**config.mk**
```make
export PLATFORM = sky130hd
export DESIGN_NAME = rx_idle_infer
export DESIGN_NICKNAME = d
export VERILOG_FILES = /design/src/rtl/rx_idle_pkg.sv /design/src/rtl/rx_idle_decode.sv /design/src/rtl/rx_idle_timer.sv /design/src/rtl/rx_idle_infer.sv
export SDC_FILE = /design/constraint.sdc
export NUM_CORES = 1
export LEC_CHECK = 0
export ABC_AREA = 1
export ABC_CLOCK_PERIOD_IN_PS = 3200
export BUFFER_PORTS_ARGS = -buffer_cell sky130_fd_sc_hd__buf_2
export CORE_MARGIN = 8
export CORE_UTILIZATION = 40
export CTS_CLUSTER_DIAMETER = 40
export CTS_CLUSTER_SIZE = 14
export DETAILED_ROUTE_END_ITERATION = 10
export PLACE_DENSITY = 0.64
export SYNTH_ARGS = -nofsm -noshare
export SYNTH_HDL_FRONTEND = slang
export SYNTH_HIERARCHICAL = 1
export SYNTH_SLANG_ARGS = --single-unit
```
**constraint.sdc**
```tcl
create_clock -name clk_i -period 3.2 [get_ports clk_i]
set_clock_uncertainty 0.1 [all_clocks]
set_input_delay 0.8 -clock clk_i [delete_from_list [all_inputs] [get_ports clk_i]]
set_output_delay 0.8 -clock clk_i [all_outputs]
set_load 0.02 [all_outputs]
```
**src/rtl/rx_idle_pkg.sv**
```systemverilog
package rx_idle_pkg;
  typedef enum logic [2:0] {
    SEL_ACTIVE   = 3'b100,
    SEL_CFG      = 3'b101,
    SEL_SPD_FAIL = 3'b110,
    SEL_LPBK     = 3'b111
  } idle_sel_e;
endpackage

```
**src/rtl/rx_idle_decode.sv**
```systemverilog
module rx_idle_decode
  import rx_idle_pkg::*;
#(
  parameter int LONG_CYC = 16000,
  parameter int TS_CYC   = 64,
  parameter int EXIT_CYC = 100,
  parameter int CW       = 14
) (
  input  logic [2:0]    sel_i,
  input  logic          fc_upd_i,
  input  logic          skp_i,
  input  logic          ts_i,
  input  logic          idle_exit_i,
  output logic          valid_o,
  output logic          qual_o,
  output logic [CW-1:0] limit_o
);
  always_comb begin
    valid_o = 1'b1;
    qual_o  = 1'b0;
    limit_o = CW'(LONG_CYC);
    case (sel_i)
      SEL_ACTIVE:   begin qual_o = fc_upd_i | skp_i; limit_o = CW'(LONG_CYC); end
      SEL_CFG:      begin qual_o = ts_i;             limit_o = CW'(TS_CYC);   end
      SEL_SPD_FAIL: begin qual_o = idle_exit_i;      limit_o = CW'(EXIT_CYC); end
      SEL_LPBK:     begin qual_o = idle_exit_i;      limit_o = CW'(LONG_CYC); end
      default:      valid_o = 1'b0;
    endcase
  end
endmodule

```
**src/rtl/rx_idle_timer.sv**
```systemverilog
module rx_idle_timer #(
  parameter int CW = 14
) (
  input  logic          clk_i,
  input  logic          rst_ni,
  input  logic          restart_i,
  input  logic          tick_i,
  input  logic [CW-1:0] limit_i,
  output logic          expire_o
);
  logic [CW-1:0] cnt_q;

  assign expire_o = tick_i && !restart_i && (cnt_q == limit_i - CW'(1));

  always_ff @(posedge clk_i or negedge rst_ni) begin
    if (!rst_ni)        cnt_q <= '0;
    else if (restart_i) cnt_q <= '0;
    else if (tick_i)    cnt_q <= expire_o ? '0 : cnt_q + CW'(1);
  end
endmodule

```
**src/rtl/rx_idle_infer.sv**
```systemverilog
module rx_idle_infer #(
  parameter int LONG_CYC = 16000,
  parameter int TS_CYC   = 64,
  parameter int EXIT_CYC = 100
) (
  input  logic       clk_i,
  input  logic       rst_ni,
  input  logic [2:0] mode_sel_i,
  input  logic       tick_i,
  input  logic       fc_upd_i,
  input  logic       skp_i,
  input  logic       ts_i,
  input  logic       idle_exit_i,
  input  logic       eios_i,
  output logic       idle_o
);
  localparam int MAX_A  = (LONG_CYC > TS_CYC) ? LONG_CYC : TS_CYC;
  localparam int MAX_CYC = (MAX_A > EXIT_CYC) ? MAX_A : EXIT_CYC;
  localparam int CW = $clog2(MAX_CYC + 1);

  logic [2:0]    sel_q;
  logic          sel_chg, sel_valid, qual, restart, expire;
  logic [CW-1:0] limit;

  assign sel_chg = (mode_sel_i != sel_q);
  assign restart = sel_chg | ~sel_valid | qual;

  rx_idle_decode #(
    .LONG_CYC(LONG_CYC), .TS_CYC(TS_CYC), .EXIT_CYC(EXIT_CYC), .CW(CW)
  ) u_decode (
    .sel_i(mode_sel_i), .fc_upd_i(fc_upd_i), .skp_i(skp_i), .ts_i(ts_i),
    .idle_exit_i(idle_exit_i), .valid_o(sel_valid), .qual_o(qual), .limit_o(limit)
  );

  rx_idle_timer #(.CW(CW)) u_timer (
    .clk_i(clk_i), .rst_ni(rst_ni), .restart_i(restart), .tick_i(tick_i),
    .limit_i(limit), .expire_o(expire)
  );

  always_ff @(posedge clk_i or negedge rst_ni) begin
    if (!rst_ni) begin
      sel_q  <= 3'b000;
      idle_o <= 1'b0;
    end else begin
      sel_q <= mode_sel_i;
      if (restart)              idle_o <= 1'b0;
      else if (eios_i | expire) idle_o <= 1'b1;
    end
  end
endmodule

```
### Word-level counts from Yosys, hierarchy flattened

Cells that the tools add are included.

| word-level totals | value |
|---|---|
| logic and storage cells | 31 |
| input bits | 11 |
| output and inout port bits | 1 |
| register bits after elaboration | 18 |

| operators by class | value |
|---|---|
| bitwise logic cells | 5 |
| $add $sub $neg | 2 |
| eq/ne operators | 6 |
| multiplexer cells | 8 |
| reduce and logical (&&, ||, !) cells | 7 |

Operators by type and width:

| cell | count |
|---|---|
| $mux W14 | 3 |
| $pmux W14 S2 | 1 |
| $add A14 B1 Y14 const B | 1 |
| $eq A14 B14 Y1 | 1 |
| $sub A14 B1 Y14 const B | 1 |
| $eq A3 B3 Y1 const B | 4 |
| $or A1 B1 Y1 | 4 |
| $reduce_bool A2 Y1 | 2 |
| $reduce_or A4 Y1 | 1 |
| $mux W1 | 3 |
| $ne A3 B3 Y1 | 1 |
| $pmux W1 S3 | 1 |
| $logic_and A1 B1 Y1 | 2 |
| $reduce_or A2 Y1 | 1 |
| $logic_not A1 Y1 | 1 |
| $not A1 Y1 | 1 |

### Longest topological paths before layout

| depth | value |
|---|---|
| depth after elaboration | 12 |
| gate-level depth with buffers | 17 |
| gate-level depth less buffers | 16 |

### Modules after synthesis

Netlist, hierarchy kept.

By module, submodules not included:

| module | instances | area each (um^2) | sequential area each (um^2) | cells an instance |
|---|---|---|---|---|
| rx_idle_timer | 1 | 1457.6 | 350.3 | 256 |
| rx_idle_infer | 1 | 187.7 | 100.1 | 25 |
| rx_idle_decode | 1 | 160.2 | 0.0 | 28 |

### Least setup slack after synthesis

OpenSTA, ideal clock, no wires.

| timing path | value |
|---|---|
| kind | input-to-reg |
| start point | input mode_sel_i[1] |
| end point | register idle_o |
| slack | 525 ps |
| library setup time | 123 ps |
| buffers on the path | 1 |
| cell stages on the path | 15 |
| data arrival time | 2452 ps |
| required time | 2977 ps |
| cells stage by stage | nand2_2 nor2_2 nor2_2 inv_2 nor2_2 nand2_1 nor2_1 nand2_1 a21oi_1 nor2_2 nand4_4 buf_6 nor2_2 nor3_1 nor2_2 |

| on the way | value |
|---|---|
| elaborated cells on any way between the ends | 21 |
| those cells by class | 1 x add/sub; 6 x eq/ne; 4 x mux; 4 x bitwise; 6 x reduce/logical |

RTL lines:

| what | RTL line | RTL |
|---|---|---|
| from (decl) | rx_idle_infer.sv:8 | `input logic [2:0] mode_sel_i,` |
| $eq A3 B3 Y1 | rx_idle_decode.sv:22 | `case (sel_i)` |
| $pmux W14 S2 (*) | rx_idle_decode.sv:22 |  |
| named net limit[2] | rx_idle_infer.sv:23 | `logic [CW-1:0] limit;` |
| $sub A14 B1 Y14 (*) | rx_idle_timer.sv:13 | `assign expire_o = tick_i && !restart_i && (cnt_q == limit_i - CW'(1));` |
| $eq A14 B14 Y1 (*) | rx_idle_timer.sv:13 |  |
| $logic_and A1 B1 Y1 (*) | rx_idle_timer.sv:13 |  |
| named net expire | rx_idle_infer.sv:22 | `logic sel_chg, sel_valid, qual, restart, expire;` |
| $or A1 B1 Y1 (*) | rx_idle_infer.sv:47 | `else if (eios_i \| expire) idle_o <= 1'b1;` |
| $reduce_bool A2 Y1 (no source line) (*) | n/a |  |
| to (signal assigned) | rx_idle_infer.sv:43 | `idle_o <= 1'b0;` |
| to (signal assigned) | rx_idle_infer.sv:46 | `if (restart) idle_o <= 1'b0;` |
| to (signal assigned) | rx_idle_infer.sv:47 |  |
| to (decl) | rx_idle_infer.sv:15 | `output logic idle_o` |

Mark *: on every way through the listed nets, which the timed path passes. The rest lies on a longest branch.
A chain may end at the register's enable or synchronous reset.

### Final worst setup path

| timing path | value |
|---|---|
| start point | input mode_sel_i[2] |
| end point | register idle_o |

Same word-level chain as after synthesis.

==> flow_summary_export.csv <==
group,metric,value,unit
timing,rsz0062_at_grt,"no",
clocking,cts_tree,"built",
power_and_ir_drop,p_total,485.6,uW
flow_run,cap_violations,0,
route,wl_per_cell,10.05,um
power_and_ir_drop,p_leak,1.004,nW
route,drt_iter0_drc,85,
clocking,clockBufferDepth,2,
timing,maxClockFrequency,384.5,MHz
finish,regArea,450.4,um2
power_and_ir_drop,power_switching,140.1,uW
logic_synthesis,yosys_warnings,6,
run_status,outcome,"finished clean",
worst_setup_path,required,3300,ps
finish,syn2layout_area_growth,5.197,%
clocking,htree_levels,1,
power_and_ir_drop,p_per_area,255.6,mW/mm2
timing,finalCritPeriodShare,81.27,%
worst_setup_path,startpoint_type,"primary input",
finish,utilization,43.62,%
logic_synthesis,netlist_instances,309,
place,numPortBuffers,11,
floorplanning,dieWidth,83.19,um
power_and_ir_drop,vdd_drop_max,0.2810,mV
route,wl,3688,um
finish,nets,330,
floorplanning,rows,24,
timing,tns,0,ps
worst_setup_path,r2r-end,"u_timer/cnt_q[10]",
floorplanning,dieArea,0.006920,mm2
place,gp_congestion,0.8199,
place,placed_cell_area,0.001858,mm2
logic_synthesis,ys_ff_latch,18,
power_and_ir_drop,p_sw_share,28.85,%
clocking,ctsHoldBuffers,0,
power_and_ir_drop,clockPowerShare,33.0,%
global_route,antenna_found_initial,0,
worst_setup_path,crit_type,"primary input to flip-flop",
floorplanning,die-height,83.19,um
route,vias_per_cell,4.474,
global_route,grt_pass1_wl,6589,um
route,antenna_left,0,
timing,slew_headroom,66.39,%
worst_setup_path,reg2reg_slack,1260,ps
global_route,grt_pass1_vias,1518,
logic_synthesis,synth_area_per_cell,5.843,um2
route,num_vias,1642,
finish,drive_above_1_share,13.33,%
floorplanning,ioPinCount,12,
clocking,post_cts_buffers,0,
route,dr.pass1.iters,4,
global_route,grt.total_usage,10.87,%
logic_synthesis,ys_types,25,
floorplanning,core-area,0.004354,mm2
logic_synthesis,seq_area_frac_synth,24.95,%
timing,setup_ws,599.3,ps
global_route,grt_overflow,0,
worst_setup_path,cp-end-kind,"flip-flop",
worst_setup_path,r2r-start,"u_timer/cnt_q[0]",
place,hpwl,2852,um
floorplanning,start_util,41.47,%
timing,drv_slew,0,
finish,diodes,0,
timing,worstMarginPinSlew,502.9,ps
clocking,cts_root_buffer,"clkbuf_8",
clocking,cts_resized,0,
timing,finalSetupViolCount,0,
logic_synthesis,synthesis.area,0.001805,mm2
clocking,clock_latency,260,ps
finish,fillCellCount,449,
worst_setup_path,critPathMaxFanout,16,
clocking,clock-sinks,18,
timing,hold_violations,0,
finish,final_area,0.001899,mm2
power_and_ir_drop,p_seq_share,47.7,%
clocking,clk_pin_slew,70,ps
min_path,worstHoldPathType,"primary input to async pin",
finish,multi_input_area,0.001096,mm2
place,post-place-ws,286.4,ps
timing,fin_crit,2601,ps
worst_setup_path,critPathArrivalTime,2700,ps
route,route.detailed.drc,0,
clocking,cts_buffers,3,
power_and_ir_drop,internal_power,345.5,uW
global_route,grt_max_degree,19,
worst_setup_path,reg2reg_depth,11,
power_and_ir_drop,power_frac_comb,19.3,%
[cells in the final DEF (no fill, tap or decap), drive strengths merged, types with 4 or more instances in the layout]
cell type    n
buf         14
conb         5
dfrtp       18
inv         45
nand2      124
nand3       25
nor2        55
xnor2        4
xor2         7
[cells in the mapped netlist]
library cell | count | area share [%]
xnor2_1 | 4 | 1.9
ha_1 | 2 | 1.4
nand3_1 | 25 | 6.9
nor3b_2 | 1 | 0.69
inv_2 | 3 | 0.62
nand4_1 | 2 | 0.69
nor2_4 | 2 | 1.2
conb_1 | 1 | 0.21
o21a_1 | 1 | 0.42
buf_6 | 1 | 0.62
nand4_4 | 1 | 1.2
nor2_2 | 15 | 5.2
nor2_1 | 38 | 7.9
o21ai_0 | 3 | 0.83
nor3b_1 | 1 | 0.42
inv_1 | 42 | 8.7
nor3_1 | 1 | 0.28
dfrtp_1 | 18 | 25
a21oi_1 | 2 | 0.55
a21boi_1 | 1 | 0.42
nand2_1 | 121 | 25
xor2_1 | 7 | 3.4
nand2_2 | 3 | 1.0
clkbuf_1 | 3 | 0.62
buf_4 | 11 | 4.6
[worst max-delay path, stage by stage]
cell     delay, ps
buf_2          170
nand2_1         70
nor2_1         120
nor2_2          60
buf_4          200
nor2_1         160
nor3b_2        220
nand2_1         80
nand2_1         60
nand2_1         60
nor2_2         140
nand4_4        260
nor2_2         140
nor3_1          70
nor2_2          90
[state kept, by name, indices dropped and copies added, names as in the netlist]
name	count
idle_o	1
sel_q	3
u_timer/cnt_q	14
[final cells by class]
type,instances,share of cell area (%)
multi-input cells,235,57.71
flip-flops and latches,18,23.72
inverters,45,8.893
well taps,52,3.426
clock buffers,3,2.174
repair buffers,14,4.084
[stage by stage]
stage               hold slack, ps  instances
finish                       364.7        367
global route                 403.6        367
CTS                          374.6        367
detailed placement           392.4        364
global placement             391.5        364
floorplan                    370.3        313
[layer usage]
metal | share of wire [%] | global-route usage [%] | vias to the layer above
li1 | - | - | 925
met2 | 45 | 17.26 | 23
met1 | 52 | 14.63 | 688
met5 | 0 | 0 | -
met3 | 1.7 | 0.3906 | 6
met4 | 1.9 | 5.272 | 0
[logic make-up after synthesis]
family / count (synthesis) / synth area share, %
buffers and inverters: 60 / 15.18
AO/OA/AOI/OAI: 7 / 2.218
other: 1 / 0.2077
AND/OR/NAND/NOR: 210 / 50.73
flip-flops: 18 / 24.95
adder cells (fa/ha/maj): 2 / 1.386
XOR/XNOR: 11 / 5.336
[power groups by stage]
stage	Clock (mW)	Sequential, mW	Combinational (mW)
floorplan	0	0.236	0.0771
global route	0.172	0.232	0.110
global placement	0	0.236	0.0918
finish	0.160	0.232	0.0935
CTS	0.169	0.232	0.0927
detailed placement	0	0.236	0.0926
[how the worst max path moves through the flow]
stage	start	endpoint	slack, ps
detailed placement	mode_sel_i[2]	idle_o	290
floorplan	mode_sel_i[1]	idle_o	520
finish	mode_sel_i[2]	idle_o	600
global placement	mode_sel_i[2]	idle_o	370
CTS	mode_sel_i[2]	idle_o	570
global route	mode_sel_i[2]	idle_o	300
(Power assumes the default switching activity.)
